`src/rtl/irq_pkg.sv`:
```
package irq_pkg;
  localparam int unsigned LEVEL_BASE = 4;
  localparam int unsigned DATA_W     = 16;

  // Place vector bits 8:2 on the data lines, everything else zero.
  function automatic logic [DATA_W-1:0] vector_word(input logic [8:0] vec, input logic own);
    logic [DATA_W-1:0] w;
    w = '0;
    if (own) w[8:2] = vec[8:2];
    return w;
  endfunction

  // Bus idle: no other master busy and no slave sync outstanding.
  function automatic logic bus_is_idle(input logic bbsy_in, input logic ssyn_in);
    return !bbsy_in && !ssyn_in;
  endfunction
endpackage

```
`src/rtl/irq_edge.sv`:
```
module irq_edge (
  input  logic clk,
  input  logic rst_n,
  input  logic d,
  output logic rise,
  output logic level
);
  logic q;
  always_ff @(posedge clk or negedge rst_n) begin
    if (!rst_n) q <= 1'b0;
    else        q <= d;
  end
  assign rise  = d && !q;
  assign level = d;
endmodule

```
`src/rtl/irq_handshake.sv`:
```
module irq_handshake (
  input  logic clk,
  input  logic rst_n,
  input  logic init,
  input  logic done,
  input  logic int_en,
  input  logic grant_lvl,
  input  logic grant_rise,
  input  logic bus_idle,
  input  logic ssyn_rise,
  output logic request,
  output logic sack,
  output logic own,
  output logic claim,
  output logic take_evt,
  output logic release_evt
);
  logic inhibit;

  assign request     = done && int_en && !sack && !own && !inhibit && !init;
  assign take_evt    = sack && bus_idle && !grant_lvl;
  assign release_evt = own && ssyn_rise;

  always_ff @(posedge clk or negedge rst_n) begin
    if (!rst_n) begin
      sack    <= 1'b0;
      own     <= 1'b0;
      claim   <= 1'b0;
      inhibit <= 1'b0;
    end else if (init) begin
      sack    <= 1'b0;
      own     <= 1'b0;
      claim   <= 1'b0;
      inhibit <= 1'b0;
    end else begin
      if (grant_rise && request) begin
        sack  <= 1'b1;
        claim <= 1'b1;
      end else if (!grant_lvl) begin
        claim <= 1'b0;
      end
      if (take_evt) begin
        sack <= 1'b0;
        own  <= 1'b1;
      end else if (release_evt) begin
        own  <= 1'b0;
      end
      if (release_evt)  inhibit <= 1'b1;
      else if (!done)   inhibit <= 1'b0;
    end
  end
endmodule

```
`src/rtl/irq_bus_drive.sv`:
```
module irq_bus_drive #(
  parameter int unsigned NUM_LEVELS = 4,
  parameter int unsigned LVL_IDX    = 1,
  parameter logic [8:0]  VECTOR     = 9'o264
) (
  input  logic                  request,
  input  logic                  claim,
  input  logic                  own,
  input  logic [NUM_LEVELS-1:0] bg_in,
  output logic [NUM_LEVELS-1:0] br,
  output logic [NUM_LEVELS-1:0] bg_out,
  output logic                  intr,
  output logic [15:0]           data
);
  for (genvar l = 0; l < NUM_LEVELS; l++) begin : g_lvl
    if (l == LVL_IDX) begin : g_mine
      assign br[l]     = request;
      assign bg_out[l] = bg_in[l] && !claim && !request;
    end else begin : g_other
      assign br[l]     = 1'b0;
      assign bg_out[l] = bg_in[l];
    end
  end
  assign intr = own;
  assign data = irq_pkg::vector_word(VECTOR, own);
endmodule

```
`src/rtl/irq_bus_requester.sv`:
```
module irq_bus_requester #(
  parameter int unsigned NUM_LEVELS = 4,
  parameter int unsigned PRI_LEVEL  = 5,
  parameter logic [8:0]  VECTOR     = 9'o264
) (
  input  logic                  clk,
  input  logic                  rst_n,
  input  logic                  init_i,
  input  logic                  done_i,
  input  logic                  int_en_i,
  input  logic [NUM_LEVELS-1:0] bg_in_i,
  input  logic                  bbsy_in_i,
  input  logic                  ssyn_in_i,
  output logic [NUM_LEVELS-1:0] br_o,
  output logic [NUM_LEVELS-1:0] bg_out_o,
  output logic                  sack_o,
  output logic                  bbsy_o,
  output logic                  intr_o,
  output logic [15:0]           data_o
);
  localparam int unsigned LVL_IDX = PRI_LEVEL - irq_pkg::LEVEL_BASE;

  logic grant_lvl, grant_rise, ssyn_rise, ssyn_lvl, bus_idle;
  logic request, claim, own, take_evt, release_evt;

  irq_edge u_grant_edge (
    .clk(clk), .rst_n(rst_n), .d(bg_in_i[LVL_IDX]), .rise(grant_rise), .level(grant_lvl)
  );
  irq_edge u_ssyn_edge (
    .clk(clk), .rst_n(rst_n), .d(ssyn_in_i), .rise(ssyn_rise), .level(ssyn_lvl)
  );

  assign bus_idle = irq_pkg::bus_is_idle(bbsy_in_i, ssyn_lvl);

  irq_handshake u_hs (
    .clk(clk), .rst_n(rst_n), .init(init_i), .done(done_i), .int_en(int_en_i),
    .grant_lvl(grant_lvl), .grant_rise(grant_rise), .bus_idle(bus_idle),
    .ssyn_rise(ssyn_rise), .request(request), .sack(sack_o), .own(own),
    .claim(claim), .take_evt(take_evt), .release_evt(release_evt)
  );

  irq_bus_drive #(.NUM_LEVELS(NUM_LEVELS), .LVL_IDX(LVL_IDX), .VECTOR(VECTOR)) u_drive (
    .request(request), .claim(claim), .own(own), .bg_in(bg_in_i),
    .br(br_o), .bg_out(bg_out_o), .intr(intr_o), .data(data_o)
  );

  assign bbsy_o = own;
endmodule

```
`config.mk`:
```
export PLATFORM = sky130hd
export DESIGN_NAME = irq_bus_requester
export DESIGN_NICKNAME = d
export VERILOG_FILES = /design/src/rtl/irq_pkg.sv /design/src/rtl/irq_edge.sv /design/src/rtl/irq_handshake.sv /design/src/rtl/irq_bus_drive.sv /design/src/rtl/irq_bus_requester.sv
export SDC_FILE = /design/constraint.sdc
export NUM_CORES = 1
export LEC_CHECK = 0
export BUFFER_PORTS_ARGS = -buffer_cell sky130_fd_sc_hd__buf_4
export CORE_UTILIZATION = 30
export CTS_BUF_LIST = sky130_fd_sc_hd__clkbuf_8
export DETAILED_ROUTE_END_ITERATION = 7
export PLACE_DENSITY = 0.74
export SETUP_SLACK_MARGIN = 0.15
export SLEW_MARGIN = 10
export SYNTH_ARGS = -nofsm -noshare
export SYNTH_HDL_FRONTEND = slang
export SYNTH_SLANG_ARGS = --single-unit
export TNS_END_PERCENT = 50
```
`constraint.sdc`:
```
create_clock -name clk -period 2.6 [get_ports clk]
set_input_delay 0.26 -clock clk [delete_from_list [all_inputs] [get_ports clk]]
set_output_delay 0.26 -clock clk [all_outputs]
set_load 0.05 [all_outputs]
```
# Word level (Yosys, flattened, before mapping)
# Index checks and enable logic that the tools add are counted.
# Widths: inputs -> output; s select.
dict set report word_totals {
  out_inout_bits 27
  wordCells 48
  input_bits 11
  regBits 6
  ramBits 0
  n_memories 0
  latchBits 0
  romBits 0
}
dict set report op_classes {
  n_shift 0
  n_bitwise 0
  eq_ne 2
  n_addsub 0
  muxes 13
  reduce_logical 27
  n_div 0
  mul 0
  magnitude_cmp 0
}
# cell n
set op_table {}
lappend op_table {{$logic_and 1x1->1} 14}
lappend op_table {{$mux 1} 12}
lappend op_table {{$logic_not 1->1} 11}
lappend op_table {{$mux 6} 1}
lappend op_table {{$ne 3x2->1 const B} 2}
lappend op_table {{$reduce_bool 3->1} 2}

# Logic depth before layout (Yosys ltp)
dict set report depth {
  ltp_word 9
  depth_mapped 3
  mapped_depth_nobuf 2
}

# By module
# Synthesis repeated with hierarchy kept, for this count alone.
dict set report unflattened {
  hier_cells 52
  area_unflattened_um2 480.5
}
# mod cells_per_inst area_per_inst_um2 n_inst seq_area_each_um2
set by_module_without_submodules {}
lappend by_module_without_submodules {irq_bus_drive 26 196.4 1 0.0}
lappend by_module_without_submodules {irq_handshake 19 187.7 1 100.1}
lappend by_module_without_submodules {irq_edge 3 46.3 2 25.0}
lappend by_module_without_submodules {irq_bus_requester 1 3.8 1 0.0}

# Worst setup path before layout
# Ideal clock, no wire load.
dict set report synth_timing {
  path_kind {register to output}
  from {reg u_hs.own}
  to {out bg_out_o[1]}
  arrival_time_ns 1.434
  path_slack_ns 0.906
  n_path_buf 0
  required_time_ns 2.340
  stages_incl_launch_ff 3
  path_cell_list {dfrtp_1 -> nand4bb_1 -> o311a_2}
}
dict set report synth_between {
  elab_chain_len 6
}
# element line_no
set synth_rtl {}
lappend synth_rtl {{from (decl)} irq_handshake.sv:13} ;# output logic own,
lappend synth_rtl {{from (signal assigned)} irq_handshake.sv:27} ;# own <= 1'b0;
lappend synth_rtl {{from (signal assigned)} irq_handshake.sv:32} ;# own <= 1'b0;
lappend synth_rtl {{from (signal assigned)} irq_handshake.sv:44} ;# own <= 1'b1;
lappend synth_rtl {{$logic_not 1->1} irq_handshake.sv:20} ;# assign request = done && int_en && !sack && !own && !inhibit && !init;
lappend synth_rtl {{$logic_and 1x1->1 (3 in a row)} irq_handshake.sv:20}
lappend synth_rtl {{$logic_not 1->1} irq_bus_drive.sv:18} ;# assign bg_out[l] = bg_in[l] && !claim && !request;
lappend synth_rtl {{$logic_and 1x1->1} irq_bus_drive.sv:18}
lappend synth_rtl {{to (decl)} irq_bus_requester.sv:15} ;# output logic [NUM_LEVELS-1:0] bg_out_o,
# Every way passes these cells.

# Worst setup path after layout
# Same ends and word-level chain as after synthesis.

==> results by group <==
Synth
  • Area contributors post-synth: buf_4 41%, dfrtp_1 34%, nand3b_1 3.4%
  • Mapped Cells: 47
  • Top cell type's share of synthesized area: 40.68%
  • Yosys warns: 0
  • Seq/Total Area, Yosys: 33.90%
  • Main flop type after synthesis: dfrtp_1
  • Yosys cell types: 16
  • Mean Syn Cell Area: 9.424 um2
  • Yosys top cell by area: buf_4
  • Synth Register Bits: 6
  • Mapped cell area: 442.9 um2
  • Post-synth ARST share: 100.0%
  • Post-synth EDFFs: 0

Clock network
  • Post-CTS repair timing setup buffer count: 0
  • H-tree depth: 1
  • Cts repair resizes: 0
  • CTS buffer count: 3
  • TritonCTS clock tree: yes
  • # hold bufs at CTS: 1
  • Worst-case clock buffer depth: 2
  • Clock Pin Slew Worst Setup and Hold Paths: 30 ps
  • Clk sinks: 6
  • Worst-Skew Late Latency: 220 ps
  • Root buf cell: clkbuf_8

Drt
  • Routed vias: 301
  • Drt wl/cell: 9.153 um
  • Post-DRT Antenna Nets: 0
  • Via-per-instance ratio: 4.181
  • Drt drc: 0
  • Drt pass-1 iters: 1
  • Routed wire length: 659 um
  • DRT iter0 DRCs: 0

Floorplan
  • Die ar.: 0.001634 mm2
  • Die width: 40.43 um
  • Core Footprint: 0.001334 mm2
  • Initial Util: 33.21%
  • Die Ht: 40.43 um
  • Number of I/O pins: 38
  • FP Rows: 13

Setup path
  • Startpoint Class: flip-flop
  • R2R setup slack: 1410 ps
  • Worst Setup SP: u_hs.own$_DFFE_PN0P_
  • RR Endpoint: u_hs.claim$_DFFE_PN0P_
  • Max FO, Critical Path: 10
  • Setup Crit Path Kind: reg2out
  • Crit path to: bg_out_o[1]
  • Critical Path RT: 2340 ps
  • Worst reg2reg startpoint: u_hs.inhibit$_DFFE_PN0P_
  • Crit end category: primary output
  • R2r worst-path depth: 2
  • WP data arrival: 1550 ps

Min path
  • Hold Path Class: in2reg

Layout
  • Diode count: 0
  • Commonest non-fill, non-tap cell in the layout: buf_4
  • Share of cells above drive strength 1: 35.09%
  • Storage cell area: 150.1 um2
  • Fillers: 149
  • Final net count: 70
  • Layout overhead on the synthesized area: 14.12%
  • Commonest non-fill, non-tap cells in the layout: 16 x buf_4, 15 x conb_1, 6 x dfrtp_1, 3 x clkbuf_8
  • Area of the multi-input gates: 157.7 um2
  • Post-layout util: 37.90%

STA
  • Crit share post-route: 69.79%
  • Setup TNS Final: 0 ps
  • Fmax: 551.1 MHz
  • Final setup fails: 0
  • Tmin final: 1815 ps
  • Hold Fails Final Rpt: 0
  • Final Skew: 0.2243 ps
  • Max-slew violation count: 0
  • RSZ-0062 raised after global routing: no

Run status
  • Run status: finished clean

GRT
  • Vias in the first global route: 241
  • Initial antenna violation count: 0
  • Gr usage total: 9.289%
  • Largest net degree at the start of global routing: 11
  • Global-route wire length before repair: 883 um
  • Gr ovfl total: 0

Pwr
  • Power Density: 624.5 mW/mm2
  • Max VDD drop: 211.8 uV
  • Lkg Pwr: 0.2561 nW

Placement
  • I/O Buffers: 16
  • GP Congestion: 0.6357
  • Detailed placement HPWL: 538.1 um

Job
  • Max-cap violations: 0
worst max-delay path: stages, from the launching register on:
cell and delay, ps:
dfrtp_1 460, nand4bb_1 310, o311a_2 370, buf_4 190
synth_stat cells, types with 2 or more instances:
cell type,n
buf_4,24
dfrtp_1,6
inv_1,2
nand2_1,2
nand3b_1,2
sequential cells by signal, indices dropped and copies added, names as in the netlist:
register	flops
u_grant_edge.q	1
u_hs.claim	1
u_ssyn_edge.q	1
u_hs.own	1
u_hs.sack	1
u_hs.inhibit	1
how the worst min path moves through the flow:
stage	from	endpoint	slack [ps]	cells past startpoint
6_report	ssyn_in_i	u_ssyn_edge.q$_DFF_PN0_	180	1
5_1_grt	ssyn_in_i	u_ssyn_edge.q$_DFF_PN0_	170	1
4_1_cts	ssyn_in_i	u_ssyn_edge.q$_DFF_PN0_	180	1
3_5_place_dp	rst_n	u_hs.own$_DFFE_PN0P_	70	1
3_3_place_gp	rst_n	u_ssyn_edge.q$_DFF_PN0_	70	1
2_1_floorplan	rst_n	u_grant_edge.q$_DFF_PN0_	-40	0
kinds of logic (layout without fill, tap and decap cells):
family | after synthesis | in the layout | synth area share (%)
AO/OA/AOI/OAI | 6 | 6 | 9.887
buffers and inverters | 26 | 22 | 42.37
flip-flops | 6 | 6 | 33.90
other | 1 | 15 | 0.8466
AND/OR/NAND/NOR | 8 | 8 | 12.99
through the flow:
step | power, W | hold slack, ps | cell area (um2) | std cells | setup slack (ps)
2_1_floorplan | 0.0001926 | -35.59 | 495.5 | 61 | 906.3
3_3_place_gp | 0.0001785 | 66.93 | 454.2 | 68 | 1054
3_5_place_dp | 0.0001791 | 68.61 | 454.2 | 68 | 1016
4_1_cts | 0.0003186 | 175.7 | 505.5 | 72 | 780.1
5_1_grt | 0.0003299 | 173.3 | 505.5 | 72 | 728.0
6_report | 0.0003157 | 177.6 | 505.5 | 72 | 785.4
layer usage:
| metal | GRT usage (%) | up-vias | wire length [um] |
|---|---|---|---|
| li1 | - | 142 | - |
| met1 | 7.770 | 133 | 231 |
| met2 | 14.29 | 22 | 310 |
| met3 | 5.000 | 4 | 100 |
| met4 | 10.83 | 0 | 17 |
| met5 | 0 | - | 0 |
where the power goes:
| group | internal [W] | switching (W) |
|---|---|---|
| Combinational | 0.0000148 | 0.0000664 |
| Clock | 0.0000992 | 0.0000376 |
| Sequential | 0.0000965 | 0.00000123 |
layout make-up:
cell class | instances | area share (%)
multi-input combinational | 29 | 31.19
timing repair buffer | 17 | 25.74
inverter | 2 | 1.485
clock buffer | 3 | 8.168
tap | 15 | 3.713
sequential | 6 | 29.70
(Power assumes the default switching activity.)
